[config.mk]
export PLATFORM = sky130hd
export DESIGN_NAME = flash_poll_status
export DESIGN_NICKNAME = d
export VERILOG_FILES = /design/src/rtl/flash_poll_pkg.sv /design/src/rtl/flash_poll_timer.sv /design/src/rtl/flash_poll_seq.sv /design/src/rtl/flash_poll_readout.sv /design/src/rtl/flash_poll_status.sv
export SDC_FILE = /design/constraint.sdc
export NUM_CORES = 1
export LEC_CHECK = 0
export CAP_MARGIN = 20
export CORE_MARGIN = 2
export CORE_UTILIZATION = 30
export DETAILED_ROUTE_END_ITERATION = 10
export PLACE_DENSITY = 0.5
export SLEW_MARGIN = 20
export SYNTH_ARGS = -nofsm -noshare
export SYNTH_HDL_FRONTEND = slang
export SYNTH_HIERARCHICAL = 1
export SYNTH_SLANG_ARGS = --single-unit
[constraint.sdc]
create_clock -name clk_i -period 2.6 [get_ports clk_i]
set_input_delay 0.52 -clock clk_i [delete_from_list [all_inputs] [get_ports clk_i]]
set_output_delay 0.52 -clock clk_i [all_outputs]
set_load 0.05 [all_outputs]
[src/rtl/flash_poll_pkg.sv]
package flash_poll_pkg;
  typedef enum logic [2:0] {
    ST_IDLE,
    ST_PROG,
    ST_ERASE,
    ST_PROG_PROT,
    ST_ERASE_PROT
  } poll_state_e;

  localparam int unsigned HI_W = 3;  // data bits 7,6,5
endpackage

[src/rtl/flash_poll_timer.sv]
module flash_poll_timer #(
  parameter int unsigned CNT_W       = 7,
  parameter int unsigned LIMIT_TICKS = 64
) (
  input  logic             clk_i,
  input  logic             rst_ni,
  input  logic             clear_i,
  input  logic             run_i,
  input  logic             tick_i,
  input  logic             hold_i,
  input  logic [CNT_W-1:0] target_i,
  output logic             done_o,
  output logic             timeout_o
);
  localparam logic [CNT_W-1:0] LIM_LAST = CNT_W'(LIMIT_TICKS - 1);

  logic [CNT_W-1:0] cnt_q;
  logic             to_q;
  logic             step;

  assign step      = run_i & tick_i & ~to_q;
  assign done_o    = step & ~hold_i & (cnt_q == target_i - 1'b1);
  assign timeout_o = to_q;

  always_ff @(posedge clk_i or negedge rst_ni) begin
    if (!rst_ni) begin
      cnt_q <= '0;
      to_q  <= 1'b0;
    end else if (clear_i) begin
      cnt_q <= '0;
      to_q  <= 1'b0;
    end else if (step) begin
      if (hold_i && cnt_q == LIM_LAST) to_q <= 1'b1;
      else                             cnt_q <= cnt_q + 1'b1;
    end
  end
endmodule

[src/rtl/flash_poll_seq.sv]
module flash_poll_seq
  import flash_poll_pkg::*;
#(
  parameter int unsigned CNT_W            = 7,
  parameter int unsigned PROG_TICKS       = 8,
  parameter int unsigned SECT_ERASE_TICKS = 20,
  parameter int unsigned CHIP_ERASE_TICKS = 40,
  parameter int unsigned PROT_PROG_TICKS  = 4,
  parameter int unsigned PROT_ERASE_TICKS = 12
) (
  input  logic            clk_i,
  input  logic            rst_ni,
  input  logic            prog_start_i,
  input  logic            erase_start_i,
  input  logic            erase_chip_i,
  input  logic            sect_prot_i,
  input  logic            verify_fail_i,
  input  logic [HI_W-1:0] wdata_hi_i,
  input  logic            done_i,
  output poll_state_e     state_o,
  output logic            accept_o,
  output logic            busy_o,
  output logic            hold_o,
  output logic [CNT_W-1:0] target_o,
  output logic            pdata_msb_o,
  output logic [HI_W-1:0] mem_o
);
  localparam logic [CNT_W-1:0] T_PROG   = CNT_W'(PROG_TICKS);
  localparam logic [CNT_W-1:0] T_SECT   = CNT_W'(SECT_ERASE_TICKS);
  localparam logic [CNT_W-1:0] T_CHIP   = CNT_W'(CHIP_ERASE_TICKS);
  localparam logic [CNT_W-1:0] T_PPROG  = CNT_W'(PROT_PROG_TICKS);
  localparam logic [CNT_W-1:0] T_PERASE = CNT_W'(PROT_ERASE_TICKS);

  poll_state_e      state_q;
  logic [HI_W-1:0]  pdata_q;
  logic [HI_W-1:0]  mem_q;
  logic [CNT_W-1:0] target_q;

  assign accept_o    = (state_q == ST_IDLE) & (prog_start_i | erase_start_i);
  assign busy_o      = (state_q != ST_IDLE);
  assign hold_o      = verify_fail_i & ((state_q == ST_PROG) | (state_q == ST_ERASE));
  assign state_o     = state_q;
  assign target_o    = target_q;
  assign pdata_msb_o = pdata_q[HI_W-1];
  assign mem_o       = mem_q;

  always_ff @(posedge clk_i or negedge rst_ni) begin
    if (!rst_ni) begin
      state_q  <= ST_IDLE;
      pdata_q  <= '0;
      target_q <= '0;
      mem_q    <= '1;
    end else if (accept_o) begin
      if (prog_start_i) begin
        state_q  <= sect_prot_i ? ST_PROG_PROT : ST_PROG;
        pdata_q  <= wdata_hi_i;
        target_q <= sect_prot_i ? T_PPROG : T_PROG;
      end else begin
        state_q  <= sect_prot_i ? ST_ERASE_PROT : ST_ERASE;
        target_q <= sect_prot_i ? T_PERASE : (erase_chip_i ? T_CHIP : T_SECT);
      end
    end else if (done_i) begin
      state_q <= ST_IDLE;
      // protected windows leave the array untouched
      if (state_q == ST_PROG)       mem_q <= pdata_q;
      else if (state_q == ST_ERASE) mem_q <= '1;
    end
  end
endmodule

[src/rtl/flash_poll_readout.sv]
module flash_poll_readout
  import flash_poll_pkg::*;
(
  input  logic            clk_i,
  input  logic            rst_ni,
  input  logic            rd_i,
  input  logic            rd_in_erase_i,
  input  logic            accept_i,
  input  poll_state_e     state_i,
  input  logic            pdata_msb_i,
  input  logic [HI_W-1:0] mem_i,
  input  logic            timeout_i,
  output logic            dq7_o,
  output logic            dq6_o,
  output logic            dq5_o
);
  logic busy, prog_op, tgl_q;

  assign busy    = (state_i != ST_IDLE);
  assign prog_op = (state_i == ST_PROG) | (state_i == ST_PROG_PROT);

  always_ff @(posedge clk_i or negedge rst_ni) begin
    if (!rst_ni)               tgl_q <= 1'b0;
    else if (accept_i)         tgl_q <= 1'b0;
    else if (rd_i && busy)     tgl_q <= ~tgl_q;
  end

  always_ff @(posedge clk_i or negedge rst_ni) begin
    if (!rst_ni) begin
      dq7_o <= 1'b0;
      dq6_o <= 1'b0;
      dq5_o <= 1'b0;
    end else if (rd_i) begin
      if (busy) begin
        dq7_o <= prog_op ? ~pdata_msb_i : ~rd_in_erase_i;
        dq6_o <= ~tgl_q;
        dq5_o <= timeout_i;
      end else begin
        dq7_o <= mem_i[2];
        dq6_o <= mem_i[1];
        dq5_o <= mem_i[0];
      end
    end
  end
endmodule

[src/rtl/flash_poll_status.sv]
module flash_poll_status
  import flash_poll_pkg::*;
#(
  parameter int unsigned PROG_TICKS       = 8,
  parameter int unsigned SECT_ERASE_TICKS = 20,
  parameter int unsigned CHIP_ERASE_TICKS = 40,
  parameter int unsigned PROT_PROG_TICKS  = 4,
  parameter int unsigned PROT_ERASE_TICKS = 12,
  parameter int unsigned LIMIT_TICKS      = 64
) (
  input  logic        clk_i,
  input  logic        rst_ni,
  input  logic        prog_start_i,
  input  logic        erase_start_i,
  input  logic        erase_chip_i,
  input  logic        sect_prot_i,
  input  logic        verify_fail_i,
  input  logic [2:0]  wdata_hi_i,
  input  logic        tick_i,
  input  logic        rd_i,
  input  logic        rd_in_erase_i,
  output logic        dq7_o,
  output logic        dq6_o,
  output logic        dq5_o,
  output logic        busy_o
);
  localparam int unsigned CNT_W = $clog2(LIMIT_TICKS + 1);

  poll_state_e      state;
  logic             accept, hold, done, timeout, pdata_msb;
  logic [CNT_W-1:0] target;
  logic [HI_W-1:0]  mem;

  flash_poll_seq #(
    .CNT_W           (CNT_W),
    .PROG_TICKS      (PROG_TICKS),
    .SECT_ERASE_TICKS(SECT_ERASE_TICKS),
    .CHIP_ERASE_TICKS(CHIP_ERASE_TICKS),
    .PROT_PROG_TICKS (PROT_PROG_TICKS),
    .PROT_ERASE_TICKS(PROT_ERASE_TICKS)
  ) i_seq (
    .clk_i        (clk_i),
    .rst_ni       (rst_ni),
    .prog_start_i (prog_start_i),
    .erase_start_i(erase_start_i),
    .erase_chip_i (erase_chip_i),
    .sect_prot_i  (sect_prot_i),
    .verify_fail_i(verify_fail_i),
    .wdata_hi_i   (wdata_hi_i),
    .done_i       (done),
    .state_o      (state),
    .accept_o     (accept),
    .busy_o       (busy_o),
    .hold_o       (hold),
    .target_o     (target),
    .pdata_msb_o  (pdata_msb),
    .mem_o        (mem)
  );

  flash_poll_timer #(
    .CNT_W      (CNT_W),
    .LIMIT_TICKS(LIMIT_TICKS)
  ) i_timer (
    .clk_i    (clk_i),
    .rst_ni   (rst_ni),
    .clear_i  (accept),
    .run_i    (busy_o),
    .tick_i   (tick_i),
    .hold_i   (hold),
    .target_i (target),
    .done_o   (done),
    .timeout_o(timeout)
  );

  flash_poll_readout i_readout (
    .clk_i        (clk_i),
    .rst_ni       (rst_ni),
    .rd_i         (rd_i),
    .rd_in_erase_i(rd_in_erase_i),
    .accept_i     (accept),
    .state_i      (state),
    .pdata_msb_i  (pdata_msb),
    .mem_i        (mem),
    .timeout_i    (timeout),
    .dq7_o        (dq7_o),
    .dq6_o        (dq6_o),
    .dq5_o        (dq5_o)
  );
endmodule

# --- After elaboration in Yosys (flattened, before gate mapping) ---
# Cells that the tools add are included.
totals:
  ff_bits: 28
op_classes:
  n_addsub: 2
  n_eq_ne: 6
  mux: 23
  bitwise: 15
  reduce_logical: 13
ops:
  columns: ["cell", "count"]
  rows:
  - ["$mux 7", 5]
  - ["$mux 3", 6]
  - ["$reduce_bool 2->1", 5]
  - ["$mux 1", 9]
  - ["$add 7x1->7 const B", 1]
  - ["$eq 7x6->1 const B", 1]
  - ["$eq 7x7->1", 1]
  - ["$sub 7x1->7 const B", 1]
  - ["$and 1x1->1", 6]
  - ["$eq 3x2->1 const B", 2]
  - ["$mux 6", 1]
  - ["$not 1->1", 6]
  - ["$reduce_and 2->1", 3]
  - ["$mux 4", 1]
  - ["$eq 3x1->1 const B", 1]
  - ["$logic_not 3->1", 1]
  - ["$or 1x1->1", 3]
  - ["$reduce_and 3->1", 1]
  - ["$reduce_bool 3->1", 1]
  - ["$logic_and 1x1->1", 2]
  - ["$mux 2", 1]
  - ["$ne 2x2->1 const B", 1]

# --- Longest topological paths before layout ---
logic_depth:
  depth_word: 8
  mapped_depth: 10

# --- Modules after synthesis ---
# The synthesis kept the hierarchy.
by_module_without_submodules:
  columns: ["module", "instances", "cells_per_inst", "area_each_um2"]
  rows:
  - ["flash_poll_seq", 1, 56, 660.6]
  - ["flash_poll_timer", 1, 66, 654.4]
  - ["flash_poll_readout", 1, 19, 225.2]

# --- Worst setup path before layout ---
# OpenSTA, ideal clock, no wires.
synth_path:
  path_kind: "reg2reg"
  startpoint: "reg i_seq.state_q[0], in the netlist i_seq/state_o[0]"
  endpoint: "reg i_seq.mem_q[2], in the netlist i_seq/mem_o[2]"
  setup_time_ns: 0.061
  t_arrival_ns: 2.366
  setup_slack_ns: 0.173
  path_stages_with_launch: 11
  n_path_buf: 2
  period_less_slack_ns: 2.427
  path_cell_list: "dfrtp_1 > buf_6 > or3_4 > and3b_1 > clkbuf_4 > nand3_2 > nor4b_2 > o311a_1 > nor2b_1 > a21boi_0 > o22a_1"
synth_via:
  word_cells_on_any_way: 16
  classes_between: "2 x eq/ne; 1 x mux; 9 x bitwise; 4 x reduce/logical"
synth_rtl:
  columns: ["item", "line", "source"]
  rows:
  - ["start, declared", "flash_poll_seq.sv:34", "poll_state_e state_q;"]
  - ["start signal, assigned", "flash_poll_seq.sv:55", "state_q <= sect_prot_i ? ST_PROG_PROT : ST_PROG;"]
  - ["start signal, assigned", "flash_poll_seq.sv:59", "state_q <= sect_prot_i ? ST_ERASE_PROT : ST_ERASE;"]
  - ["$reduce_bool 3->1", "flash_poll_seq.sv:40", "assign busy_o = (state_q != ST_IDLE);"]
  - ["named net busy_o", "flash_poll_status.sv:25", "output logic busy_o"]
  - ["$and 1x1->1 (2 in a row)", "flash_poll_timer.sv:21", "assign step = run_i & tick_i & ~to_q;"]
  - ["$and 1x1->1 (2 in a row)", "flash_poll_timer.sv:22", "assign done_o = step & ~hold_i & (cnt_q == target_i - 1'b1);"]
  - ["named net done", "flash_poll_status.sv:30", "logic accept, hold, done, timeout, pdata_msb;"]
  - ["$reduce_and 3->1 (no line)", null, null]
  - ["end signal, assigned", "flash_poll_seq.sv:65", "if (state_q == ST_PROG) mem_q <= pdata_q;"]
  - ["end, declared", "flash_poll_seq.sv:36", "logic [HI_W-1:0] mem_q;"]
# The timed path passes the listed nets, and every way through them passes these cells.
# A chain may end at the register's enable or synchronous reset.

# --- Worst setup path in the final report ---
layout_path:
  startpoint: "reg i_seq.state_q[1], in the netlist i_seq/state_o[1]"
  endpoint: "out busy_o"
layout_via:
  elab_chain_len: 1
layout_lines:
  columns: ["item", "line"]
  rows:
  - ["$reduce_bool 3->1", "flash_poll_seq.sv:40"]
  - ["end, declared", "flash_poll_status.sv:25"]
# No other way between the ends.

==> flow_summary.yaml <==
timing:
  setup_tns_ps: 0
  hold_violations: 0
  drv_slew: 0
  skew_ps: 10.14
  rsz0062_at_grt: "no"
  setup_slack_ps: 274.2
  period_share_pct: 89.45
  setup_viol: 0
  min_period_ps: 2326
  max_freq_mhz: 430.0
logic_synthesis:
  ys_async_sr_fraction_pct: 100.0
  seq_area_frac_synth_pct: 40.86
  ys_types: 49
  synth_edf_count: 0
  synth_area_per_cell_um2: 10.92
  ys_warn_count: 6
  synthFlopType: "dfrtp_1"
  ys_ff_latch: 25
  synthCells: 141
  synth_area_um2: 1540
floorplan:
  die_h_um: 75.65
  io_pins: 17
  die_w_um: 75.65
  core_um2: 5042
  die_area_um2: 5723
  start_util_pct: 30.55
  num_rows: 26
placed_design:
  routabilityCongestion: 0.7657
  place_area_um2: 1795
  dp_hpwl_um: 2332
  place_ws_ps: 64.44
  portBuffers: 16
power_and_ir_drop:
  ir_drop_v: 0.0004209
  leakagePower_nw: 0.7843
  pwr-share-seq_pct: 42.9
  swShare_pct: 39.54
  clock_power_share_pct: 13.4
  p_sw_w: 0.0006796
  powerDensity_nw_per_um2: 933.2
  p_int_w: 0.001039
  combPwrFrac_pct: 43.7
layout:
  syn2layout_area_growth_pct: 19.58
  drive_gt1_share_pct: 20.25
  design_area_um2: 1842
  final_common_cell: "dfrtp_1"
  fill_cells: 498
  nNetsFinal: 180
  final_cell_mix: "22 x dfrtp_1, 16 x nor2_1, 16 x clkdlybuf4s50_1"
  insertedDiodeCount: 0
route:
  wl_met2_um: 1622
  drtPass1Iterations: 4
  routed_wl_um: 3110
  vias: 1076
  drtIter0Drc: 42
  drt-wirelength-per-cell_um: 13.35
  vias_per_cell: 4.618
  ant_nets: 0
  drc_errors: 0
  dr_wl_met3_um: 59
  drt-met1-wl_um: 1401
  highest_layer: "met4"
setup_path:
  reg2reg_depth: 7
  r2r_start: "i_seq/target_o[3]"
  cp_max_fo: 5
  cpPeakStageDelay_ps: 720
  cp-end-kind: "output pin"
  rr_endpoint: "i_seq/mem_o[2]"
  crit_arrival_ps: 1810
  critPathKind: "flip-flop to output pin"
  ff2ff_setup_slack_ps: 390
  crit_path_cell_trace: "or3_4, clkdlybuf4s50_1"
  cp.required_ps: 2080
  slowest_stage: "clkdlybuf4s50_1"
  worst_setup_path_start_kind: "flip-flop"
clock_network:
  clock-root-buffer: "clkbuf_8"
  hold_buffers: 0
  cts_buffer_depth: 2
  cts_sinks: 25
  cts-buffers-inserted: 3
  clkTransAtPathRegs_ps: 80
  cts_tree: "done"
  clock_latency_ps: 270
  cts_setup_buffers: 0
  ctsResizeCount: 0
  htree_num_levels: 1
global_route:
  grt_pass1_vias: 1137
  grt_pass1_wl_um: 5319
  grt_max_degree: 26
  track_usage_pct: 12.32
  grt_remaining_overflow: 0
  antenna_found_initial: 0
min_path:
  hold_path.class: "flip-flop to flip-flop"
  min-delay-start: "i_readout/tgl_q"
  holdPathEnd: "i_readout/dq6_o"
  hold_depth: 1
flow_run:
  maxCapViolCount: 0
status:
  status: "completed"
## synth_stat cells, types with 2 or more instances
library cell / n / share of area (%)
nor3b_1: 3 / 1.5
o211ai_1: 3 / 1.5
nor2b_1: 2 / 0.81
buf_4: 3 / 1.5
inv_1: 10 / 2.4
nand3_1: 2 / 0.65
mux2i_1: 3 / 1.9
nor2_1: 16 / 3.9
ha_1: 3 / 2.4
dfstp_2: 3 / 5.1
and3_1: 2 / 0.81
a21oi_1: 2 / 0.65
o22a_1: 3 / 1.7
a31oi_1: 4 / 1.6
a22o_1: 2 / 1.1
xor2_1: 13 / 7.4
mux2_4: 4 / 3.9
mux2_2: 4 / 2.9
xnor2_1: 5 / 2.8
and4_1: 3 / 1.7
nor3_1: 2 / 0.65
dfrtp_1: 22 / 36
## cell type report
cell class,instances,area [um2],area share [%]
Inverter,10,37.54,2.038
Clock buffer,3,41.29,2.242
Clock inverter,1,5.005,0.2717
Timing Repair Buffer,22,205.2,11.14
Multi-Input combinational cell,102,835.8,45.38
Tap cell,70,87.58,4.755
Sequential cell,25,629.4,34.17
## kinds of logic after synthesis
| kind of cell | share of synthesized area (%) |
|---|---|
| XOR/XNOR | 10.24 |
| flip-flops | 40.86 |
| AO/OA/AOI/OAI | 12.59 |
| AND/OR/NAND/NOR | 19.50 |
| adder cells (fa/ha/maj) | 2.437 |
| other | 0.2435 |
| multiplexers | 8.773 |
| buffers and inverters | 5.362 |
## metal layers
| metal | track usage (%) | vias up |
|---|---|---|
| met5 | 0 | - |
| met4 | 4.483 | 0 |
| met1 | 15.30 | 521 |
| li1 | - | 540 |
| met2 | 21.74 | 11 |
| met3 | 1.720 | 4 |
## power groups by stage
stage	logic, W	registers (W)	clock network [W]
final	0.000751	0.000737	0.000231
after global routing	0.000833	0.000763	0.000267
after CTS	0.000758	0.000739	0.000250
after detailed placement	0.000755	0.000745	0
after global placement	0.000744	0.000740	0
after floorplan	0.000497	0.000787	0
## worst max path at each step
stage	start	to	slack [ps]	cells past startpoint
final	i_seq/state_o[1]	busy_o	270	2
after detailed placement	tick_i	i_seq/mem_o[2]	60	8
after CTS	i_seq/state_o[1]	busy_o	250	2
after global placement	tick_i	i_seq/mem_o[2]	120	8
after floorplan	i_seq/state_o[0]	i_seq/mem_o[2]	170	10
after global routing	tick_i	i_seq/mem_o[2]	130	8
## state kept, by name (all words and copies together), names as in the netlist
name               cells
i_seq/pdata_q          3
i_readout/tgl_q        1
i_timer/timeout_o      1
i_timer/cnt_q          7
i_readout/dq7_o        1
i_seq/target_o         4
i_readout/dq6_o        1
i_readout/dq5_o        1
i_seq/state_o          3
i_seq/mem_o            3
## worst max-delay path: cells and delay by family, from the launching register on
kind                   cells  cell delay, ps
buffers and inverters      1             720
flip-flops                 1             390
AND/OR/NAND/NOR            1             440
## stage by stage
step	util [%]	hold slack [ps]	power, W	instances
6_report	36.53	511.5	0.001719	233
5_1_grt	36.53	540.3	0.001863	233
4_1_cts	36.53	521.9	0.001747	233
3_5_place_dp	35.61	507.9	0.001500	229
3_3_place_gp	35.61	501.0	0.001484	229
2_1_floorplan	-	224.4	0.001284	143
Note: power is estimated with default switching activity, not from simulation.
